**config.mk**
```make
export PLATFORM = sky130hd
export DESIGN_NAME = frame_align_deint
export DESIGN_NICKNAME = d
export VERILOG_FILES = /design/src/rtl/frame_align_pkg.sv /design/src/rtl/lane_rotator.sv /design/src/rtl/frame_hunter.sv /design/src/rtl/frame_fsm.sv /design/src/rtl/frame_align_deint.sv
export SDC_FILE = /design/constraint.sdc
export NUM_CORES = 1
export LEC_CHECK = 0
export ABC_AREA = 1
export BUFFER_PORTS_ARGS = -buffer_cell sky130_fd_sc_hd__buf_2
export CAP_MARGIN = 20
export CORE_ASPECT_RATIO = 1.75
export CORE_MARGIN = 8
export CORE_UTILIZATION = 35
export DETAILED_ROUTE_END_ITERATION = 12
export MAX_ROUTING_LAYER = met4
export SLEW_MARGIN = 0
export SYNTH_ARGS = -nofsm -noshare
export SYNTH_HDL_FRONTEND = slang
export SYNTH_SLANG_ARGS = --single-unit
```
**constraint.sdc**
```tcl
create_clock -name clk -period 1.85 [get_ports clk]
set_clock_uncertainty 0.2 [all_clocks]
set_input_delay 0.37 -clock clk [delete_from_list [all_inputs] [get_ports clk]]
set_output_delay 0.37 -clock clk [all_outputs]
set_load 0.005 [all_outputs]
```
**src/rtl/frame_align_pkg.sv**
```systemverilog
package frame_align_pkg;
  localparam int unsigned WORD_W = 32;
  localparam logic [WORD_W-1:0] FA_WORD = 32'hF6F62828;

  typedef enum logic [1:0] {
    ST_HUNT    = 2'd0,
    ST_CONFIRM = 2'd1,
    ST_LOCKED  = 2'd2
  } fa_state_e;
endpackage

```
**src/rtl/lane_rotator.sv**
```systemverilog
module lane_rotator #(
  parameter int LANES    = 4,
  parameter int REF_PORT = LANES - 1,
  localparam int ROT_W   = $clog2(LANES)
) (
  input  logic             clk,
  input  logic             rst,
  input  logic [ROT_W-1:0] rot,
  input  logic [LANES-1:0] lane_in,
  output logic [LANES-1:0] port_out,
  output logic             ref_bit
);
  logic [LANES-1:0] fixed;

  for (genvar k = 0; k < LANES; k++) begin : g_port
    logic [ROT_W:0]   sum;
    logic [ROT_W-1:0] src;
    always_comb begin
      sum = (ROT_W+1)'(k) + {1'b0, rot};
      if (sum >= (ROT_W+1)'(LANES)) sum = sum - (ROT_W+1)'(LANES);
      src = sum[ROT_W-1:0];
    end
    if (k == REF_PORT) begin : g_ref
      assign fixed[k] = ~lane_in[src];
    end else begin : g_plain
      assign fixed[k] = lane_in[src];
    end
  end

  assign ref_bit = fixed[REF_PORT];

  always_ff @(posedge clk) begin
    if (rst) port_out <= '0;
    else     port_out <= fixed;
  end
endmodule

```
**src/rtl/frame_hunter.sv**
```systemverilog
module frame_hunter
  import frame_align_pkg::*;
(
  input  logic clk,
  input  logic rst,
  input  logic clear,
  input  logic bit_in,
  output logic hit
);
  logic [WORD_W-1:0] sh;

  always_ff @(posedge clk) begin
    if (rst || clear) sh <= '0;
    else              sh <= {sh[WORD_W-2:0], bit_in};
  end

  assign hit = (sh == FA_WORD);

  // a rotation step flushes the window, so no match can follow at once
  p_no_hit_after_step_r5: assert property (@(posedge clk) disable iff (rst)
    clear |=> !hit);
endmodule

```
**src/rtl/frame_fsm.sv**
```systemverilog
module frame_fsm
  import frame_align_pkg::*;
#(
  parameter int LANES       = 4,
  parameter int TIMEOUT_CYC = 155520,
  parameter int FRAME_CYC   = 77760,
  parameter int MISS_LIMIT  = 4,
  localparam int ROT_W  = $clog2(LANES),
  localparam int TMR_W  = (TIMEOUT_CYC > 1) ? $clog2(TIMEOUT_CYC) : 1,
  localparam int POS_W  = $clog2(FRAME_CYC + 1),
  localparam int MISS_W = (MISS_LIMIT > 1) ? $clog2(MISS_LIMIT) : 1
) (
  input  logic             clk,
  input  logic             rst,
  input  logic             frame_rst_n,
  input  logic             hit,
  output logic [ROT_W-1:0] rot,
  output logic             rot_step,
  output logic             frame_ok
);
  fa_state_e   st;
  logic [TMR_W-1:0]  tmr;
  logic [POS_W-1:0]  pos;
  logic [MISS_W-1:0] miss;
  logic              at_check;

  assign at_check = (pos == POS_W'(FRAME_CYC));
  assign rot_step = frame_rst_n && (st == ST_HUNT) && !hit &&
                    (tmr == TMR_W'(TIMEOUT_CYC - 1));

  always_ff @(posedge clk) begin
    if (rst) begin
      st <= ST_HUNT; tmr <= '0; pos <= '0; miss <= '0;
      rot <= '0; frame_ok <= 1'b0;
    end else if (!frame_rst_n) begin
      st <= ST_HUNT; tmr <= '0; pos <= '0; miss <= '0;
      frame_ok <= 1'b0;
    end else begin
      case (st)
        ST_HUNT: begin
          if (hit) begin
            st <= ST_CONFIRM; pos <= POS_W'(1); tmr <= '0;
          end else if (rot_step) begin
            tmr <= '0;
            if (rot == ROT_W'(LANES - 1)) rot <= '0;
            else                          rot <= rot + 1'b1;
          end else begin
            tmr <= tmr + 1'b1;
          end
        end
        ST_CONFIRM: begin
          if (at_check) begin
            if (hit) begin
              st <= ST_LOCKED; frame_ok <= 1'b1; pos <= POS_W'(1); miss <= '0;
            end else begin
              st <= ST_HUNT; tmr <= '0;
            end
          end else begin
            pos <= pos + 1'b1;
          end
        end
        ST_LOCKED: begin
          if (at_check) begin
            pos <= POS_W'(1);
            if (hit) begin
              miss <= '0;
            end else if (miss == MISS_W'(MISS_LIMIT - 1)) begin
              st <= ST_HUNT; frame_ok <= 1'b0; tmr <= '0; miss <= '0;
            end else begin
              miss <= miss + 1'b1;
            end
          end else begin
            pos <= pos + 1'b1;
          end
        end
        default: st <= ST_HUNT;
      endcase
    end
  end

  p_rot_in_hunt_r5: assert property (@(posedge clk) disable iff (rst)
    (rot != $past(rot)) |-> ($past(st) == ST_HUNT && !$past(hit)));

  p_lock_two_hits_r6: assert property (@(posedge clk) disable iff (rst)
    $rose(frame_ok) |-> ($past(st) == ST_CONFIRM && $past(hit)));

  p_drop_on_fourth_miss_r7: assert property (@(posedge clk) disable iff (rst)
    ($fell(frame_ok) && $past(frame_rst_n)) |->
      (!$past(hit) && $past(miss) == MISS_W'(MISS_LIMIT - 1)));

  p_frame_restart_r9: assert property (@(posedge clk) disable iff (rst)
    !frame_rst_n |=> (!frame_ok && st == ST_HUNT));
endmodule

```
**src/rtl/frame_align_deint.sv**
```systemverilog
module frame_align_deint #(
  parameter int LANES       = 4,
  parameter int TIMEOUT_CYC = 155520,
  parameter int FRAME_CYC   = 77760,
  parameter int MISS_LIMIT  = 4
) (
  input  logic             clk,
  input  logic             rst,
  input  logic             frame_rst_n,
  input  logic [LANES-1:0] lane_in,
  output logic [LANES-1:0] lane_out,
  output logic             frame_ok
);
  localparam int ROT_W = $clog2(LANES);

  logic [ROT_W-1:0] rot;
  logic             rot_step;
  logic             ref_bit;
  logic             hit;

  lane_rotator #(.LANES(LANES), .REF_PORT(LANES - 1)) u_rot (
    .clk(clk), .rst(rst), .rot(rot), .lane_in(lane_in),
    .port_out(lane_out), .ref_bit(ref_bit)
  );

  frame_hunter u_hunt (
    .clk(clk), .rst(rst), .clear(rot_step), .bit_in(ref_bit), .hit(hit)
  );

  frame_fsm #(
    .LANES(LANES), .TIMEOUT_CYC(TIMEOUT_CYC),
    .FRAME_CYC(FRAME_CYC), .MISS_LIMIT(MISS_LIMIT)
  ) u_fsm (
    .clk(clk), .rst(rst), .frame_rst_n(frame_rst_n), .hit(hit),
    .rot(rot), .rot_step(rot_step), .frame_ok(frame_ok)
  );
endmodule

```
==> flow_summary.json, run 1 <==
{
  "whs_path_depth": 2,
  "yosysMostFrequentCell": "nand2_1",
  "async_reset_ff_share_pct": 0,
  "port_buffers": 11,
  "synth.area.top_cells": "dfxtp_1 (36%), nand2_1 (14%), nor2_1 (9.2%)",
  "synth_top_cell_area_share_pct": 36.5,
  "grt_max_degree": 21,
  "max_freq_mhz": 509,
  "vdd_drop_max_mv": 0.356,
  "worstRegToRegCells": 10,
  "crit_slowest_cell": "dfxtp_2",
  "fin_ws_ns": -0.114,
  "die_area_mm2": 0.0162,
  "grt_remaining_overflow": 0,
  "hold-worst-slack_ns": 0.0472,
  "slew_headroom_pct": 70.7,
  "critPathRequiredTime_ns": 1.88,
  "finalSetupTns_ns": -4.81,
  "finalSetupViolations": 63,
  "grt_pass1_wl_mm": 20.7,
  "yosysWarnings": 0,
  "power_density_mw_per_mm2": 565,
  "coreArea_mm2": 0.0120,
  "syn_inst": 666,
  "crit_type": "flop to flop",
  "cts_buffers": 9,
  "critical_path_arrival_ns": 2.00,
  "rsz0062_at_grt": "true",
  "clkSinkCount": 78,
  "leakage_nw": 2.58,
  "timing.critical_path.mode_cell": "buf_6",
  "tritoncts": "yes",
  "clock_path_buffers": 2,
  "nNetsFinal": 796,
  "synth_area_mm2": 0.00428,
  "violations": "setup timing",
  "synth_edf_count": 0,
  "fin_crit_sh_pct": 106,
  "tightest_slew_ns": 0.437,
  "track_usage_pct": 16.6,
  "min_path_type": "input pin to flop",
  "drt-initial-drc-count": 237,
  "holdBufCountCts": 0,
  "start_kind": "flop",
  "io_pins": 12,
  "final_cell_count_no_fill": 949,
  "wl_mm": 13.3,
  "status": "finished, violations left",
  "antenna_cells": 0,
  "power.total_mw": 3.53,
  "clkTransAtPathRegs_ns": 0.07,
  "vias": 4673,
  "drtAntennaViolNets": 0,
  "max_stage_delay_ns": 0.36,
  "avgViaCountPerCell": 4.92,
  "htreeDepth": 3,
  "syn-num-nets": 683,
  "dp.cells": 915,
  "layout_min_cycle_time_ns": 1.96,
  "utilization_pct": 52.0,
  "yosysSeqAreaShare_pct": 36.5,
  "clock_latency_ns": 0.34,
  "synthFlopType": "dfxtp_1",
  "place_congestion": 0.968,
  "cts-root-buf": "clkbuf_16",
  "hold_viol": 0,
  "cap_violations": 0,
  "wl_per_cell_um": 14.1,
  "die_h_um": 162,
  "path_cells": "ha_4, nand3_4, nor2_2, nand2_1, nand3b_1, buf_6, o21ai_4, buf_6, buf_16, nor2_4",
  "drc": 0,
  "antenna_found_initial": 0,
  "layout-drive-gt1-share_pct": 35.3,
  "yosysTopAreaCell": "dfxtp_1",
  "cp_max_fo": 8,
  "initial_utilization_pct": 35.7,
  "synth-seq-cells": 78,
  "rows": 53,
  "synth_common_cells": "nand2_1 (156), nor2_1 (105), inv_1 (99), dfxtp_1 (78), nand3_1 (50)",
  "grt_pass1_vias": 4515,
  "worstSetupEndpointType": "flop",
  "die_w_um": 99.6,
  "hpwlAfterDp_mm": 9.37,
  "synth.avg_cell_area_um2": 6.43,
  "final_max_slew_viol_count": 0,
  "syn_to_final_growth_pct": 45.7,
  "dr.pass1.iters": 5,
  "ys_types": 34
}
power by group:
part           switching, mW  internal (mW)  leakage [nW]
registers            0.00459           1.69         0.634
logic                 0.0854         0.0602          1.81
clock network          0.735          0.952         0.132
registers in the layout, summed over array words and instances (netlist names):
register	cells
u_rot.port_out	4
u_fsm.tmr	18
u_fsm.miss	2
u_hunt.sh	32
u_fsm.frame_ok	1
u_fsm.pos	17
u_fsm.st	2
u_fsm.rot	2
timing repair:
action	4_1_cts	5_1_grt
buffers inserted	7	8
setup endpoints to repair	71	73
cloned	3	1
hold endpoints to repair	0	0
pin swaps	14	13
resized for setup	62	108
cell type report:
class	count	area (um^2)
tap	165	206
timing repair buffer	121	1020
inverter	105	399
clock inverter	6	45.0
clock buffer	10	239
multi-input combinational	464	2760
sequential	78	1570
fill	1149	5760
cells by family (layout without fill, tap and decap cells):
group                      after synthesis  after routing  synth area share (%)
adders and majority gates               10             10                  2.92
DFF                                     78             78                  36.5
buffers and inverters                  124            242                  11.4
AOI/OAI and AO/OA                       84             84                  11.0
and+or+nand+nor                        367            367                  37.6
xor gates and xnor gates                 3              3                 0.614
cell usage in the layout (no fill, tap or decap), types with 3 or more instances in the layout:
master / n
nor3_2: 6
nor3_1: 9
a21oi_2: 9
a31oi_1: 4
nor2_4: 26
a21oi_1: 26
xor2_1: 3
clkbuf_16: 10
dfxtp_2: 8
clkinvlp_4: 3
inv_1: 87
or2_2: 3
nand2_2: 11
buf_12: 4
nand3_2: 8
buf_6: 9
buf_4: 94
inv_2: 15
o211ai_1: 7
ha_4: 3
nand3_4: 4
dfxtp_1: 70
nand2_4: 11
nand4_1: 16
o2111ai_1: 3
nand3_1: 40
o21ai_0: 23
o21ai_1: 4
nand3b_1: 3
nor2_2: 23
ha_1: 5
o21ai_2: 4
nor2_1: 62
nand2_1: 142
buf_2: 11
routing by layer:
metal	vias to the layer above	wire length [um]	part of all wire, %	track usage (%)
li1	2328	-	-	-
met1	2164	4740	36	14.8
met2	117	7340	55	30.8
met3	64	371	2.8	2.65
met4	0	884	6.6	12.0
met5	-	0	0	-
critical path: cells and delay by family (launching register included):
kind / cells / cell delay, ns
AO/OA/AOI/OAI: 1 / 0.17
adder cells (fa/ha/maj): 1 / 0.15
AND/OR/NAND/NOR: 5 / 0.49
flip-flops: 1 / 0.36
buffers and inverters: 3 / 0.48
through the flow:
stage / area [um^2] / worst slack (ns)
after floorplan: 4310 / 0.0174
after global placement: 5200 / -0.143
after detailed placement: 5200 / -0.176
after CTS: 5780 / -0.0946
after global routing: 6240 / -0.201
final: 6240 / -0.114
worst paths after layout:
kind / startpoint / to / slack, ns
worst max-delay path: u_fsm.tmr[0] / u_hunt.sh[7] / -0.11
worst min-delay path: rst / u_fsm.rot[1] / 0.05
worst max register to register: u_fsm.tmr[0] / u_hunt.sh[7] / -0.11
worst min register to register: u_hunt.sh[23] / u_hunt.sh[24] / 0.23
Power figures use the tool's default switching activity.
==> inputs of run 2 (changes only) <==
--- a/config.mk
+++ b/config.mk
@@ -12,6 +12,7 @@
 export CORE_MARGIN = 8
 export CORE_UTILIZATION = 35
 export DETAILED_ROUTE_END_ITERATION = 12
+export HOLD_SLACK_MARGIN = 0.12
 export MAX_ROUTING_LAYER = met4
 export SLEW_MARGIN = 0
 export SYNTH_ARGS = -nofsm -noshare
==> run 2 against run 1 <==
  * The run still ends with setup timing left
  * Via count grew 0.66%
  * Routed wire length grew 0.22%
  * Cell count increased by 0.11%
  * Critical path depth unchanged
  * Largest power group unchanged
  * Sequential cell count is the same
  * Non-clock buffer count is 1 higher
  * Die area is the same
  * Clock power about the same
  * Cell area is 0.22% higher
  * Register-to-register slack hardly changed
  * Worst setup slack barely moved
  * Combinational power barely moved
==> flow_summary.json, run 2 (synthesized netlist as in run 1, its figures left out) <==
{
  "initial_utilization_pct": 35.7,
  "tritoncts": "yes",
  "reg_top3": "u_hunt.sh x32, u_fsm.tmr x18, u_fsm.pos x17",
  "drt-initial-drc-count": 249,
  "clkSinkCount": 78,
  "wl_per_cell_um": 14.1,
  "cp_max_fo": 8,
  "antenna_found_initial": 0,
  "nNetsFinal": 797,
  "crit_slowest_cell": "dfxtp_2",
  "syn_to_final_growth_pct": 46.0,
  "top_register": "u_hunt.sh",
  "wl_mm": 13.4,
  "largest_reg_flops": 32,
  "wl_met1_mm": 4.73,
  "drtAntennaViolNets": 0,
  "start_kind": "flop",
  "die_area_mm2": 0.0162,
  "timing.critical_path.mode_cell": "buf_6",
  "layout_common_cells": "nand2_1 (142), buf_4 (93), inv_1 (87), dfxtp_1 (70), nor2_1 (62)",
  "path_delay_family": "simple AND/OR/NAND/NOR gates",
  "worstSetupEndpointType": "flop",
  "htreeDepth": 3,
  "critical_path_arrival_ns": 2.00,
  "antenna_cells": 0,
  "layout_min_cycle_time_ns": 1.96,
  "cts-root-buf": "clkbuf_16",
  "wl_met2_mm": 7.43,
  "grt_remaining_overflow": 0,
  "die_w_um": 99.6,
  "utilization_pct": 52.1,
  "dr_wl_met3_um": 391,
  "io_pins": 12,
  "vdd_drop_max_mv": 0.356,
  "rsz0062_at_grt": "true",
  "status": "finished, violations left",
  "dr.pass1.iters": 5,
  "dpl_cell_area_mm2": 0.00520,
  "track_usage_pct": 16.6,
  "hold_viol": 0,
  "leakage_nw": 2.58,
  "vias": 4704,
  "fin_ws_ns": -0.114,
  "max_freq_mhz": 509,
  "avgViaCountPerCell": 4.95,
  "max_stage_delay_ns": 0.36,
  "layout-drive-gt1-share_pct": 35.3,
  "cap_violations": 0,
  "grt_pass1_wl_mm": 20.7,
  "drc": 0,
  "postLayoutCellArea_mm2": 0.00625,
  "worst-path-buf-inv": 3,
  "final_cell_count_no_fill": 950,
  "power_density_mw_per_mm2": 565,
  "place_congestion": 0.968,
  "crit_type": "flop to flop",
  "hpwlAfterDp_mm": 9.37,
  "min_path_type": "input pin to flop",
  "violations": "setup timing",
  "maxUsedRoutingLayer": "met4",
  "grt_max_degree": 21,
  "final_common_cell": "nand2_1",
  "place_worst_setup_slack_ns": -0.176,
  "die_h_um": 162,
  "clock_path_buffers": 2,
  "fin_crit_sh_pct": 106,
  "finalSetupViolations": 63,
  "grt_pass1_vias": 4515,
  "cts_buffers": 9,
  "path_cells": "ha_4, nand3_4, nor2_2, nand2_1, nand3b_1, buf_6, o21ai_4, buf_6, buf_16, nor2_4",
  "finalSetupTns_ns": -4.78,
  "final_max_slew_viol_count": 0,
  "clock_latency_ns": 0.34,
  "slew_headroom_pct": 71.4,
  "tightest_slew_ns": 0.425,
  "dp.cells": 915,
  "port_buffers": 11,
  "critPathRequiredTime_ns": 1.88,
  "clkTransAtPathRegs_ns": 0.07,
  "rows": 53,
  "ff2ff_setup_slack_ns": -0.11,
  "coreArea_mm2": 0.0120
}
## run 2: worst reg2reg max path: cells and delay by family (launching register included)
family / cells / cell delay [ns]
AND/OR/NAND/NOR: 5 / 0.49
buffers and inverters: 3 / 0.48
flip-flops: 1 / 0.36
AO/OA/AOI/OAI: 1 / 0.17
adder cells (fa/ha/maj): 1 / 0.15
## run 2: power breakdown
part           leakage, nW  internal [mW]  switching (mW)
registers            0.634           1.69         0.00459
clock network        0.132          0.952           0.736
logic                 1.82         0.0624          0.0860
total                 2.58           2.70           0.827
## run 2: layout make-up
type	instances	area (um^2)
Clock buffer	10	239
Clock inverter	6	45.0
Fill cell	1147	5750
Inverter	105	399
Multi-Input combinational cell	464	2760
Sequential cell	78	1570
Tap cell	165	206
Timing Repair Buffer	122	1040
## run 2: final timing paths
kind / from / end / cells after the start
setup / recovery: u_fsm.tmr[0] / u_hunt.sh[7] / 10
hold / removal: lane_in[0] / u_rot.port_out[1] / 3
setup reg to reg: u_fsm.tmr[0] / u_hunt.sh[7] / 10
hold reg to reg: u_hunt.sh[23] / u_hunt.sh[24] / 2
## run 2: timing repair
| action | 4_1_cts | 5_1_grt |
|---|---|---|
| pin swaps | 14 | 13 |
| endpoints found under the setup margin | 71 | 73 |
| setup buffers | 7 | 8 |
| hold endpoints to repair | 3 | 0 |
| gates cloned | 3 | 1 |
| gates resized for setup | 62 | 109 |
| hold buffers | 1 | 0 |
## run 2: per-stage QoR
step / hold WS, ns / total power, mW
finish: 0.167 / 3.53
global route: 0.173 / 3.65
CTS: 0.129 / 3.53
detailed placement: 0.221 / 1.82
floorplan: 0.207 / 1.78
global placement: 0.212 / 1.82
## run 2: layer usage
metal,global-route usage (%),vias up
li1,-,2335
met1,14.8,2182
met2,30.8,126
met3,2.65,61
met4,12.0,0
met5,-,-
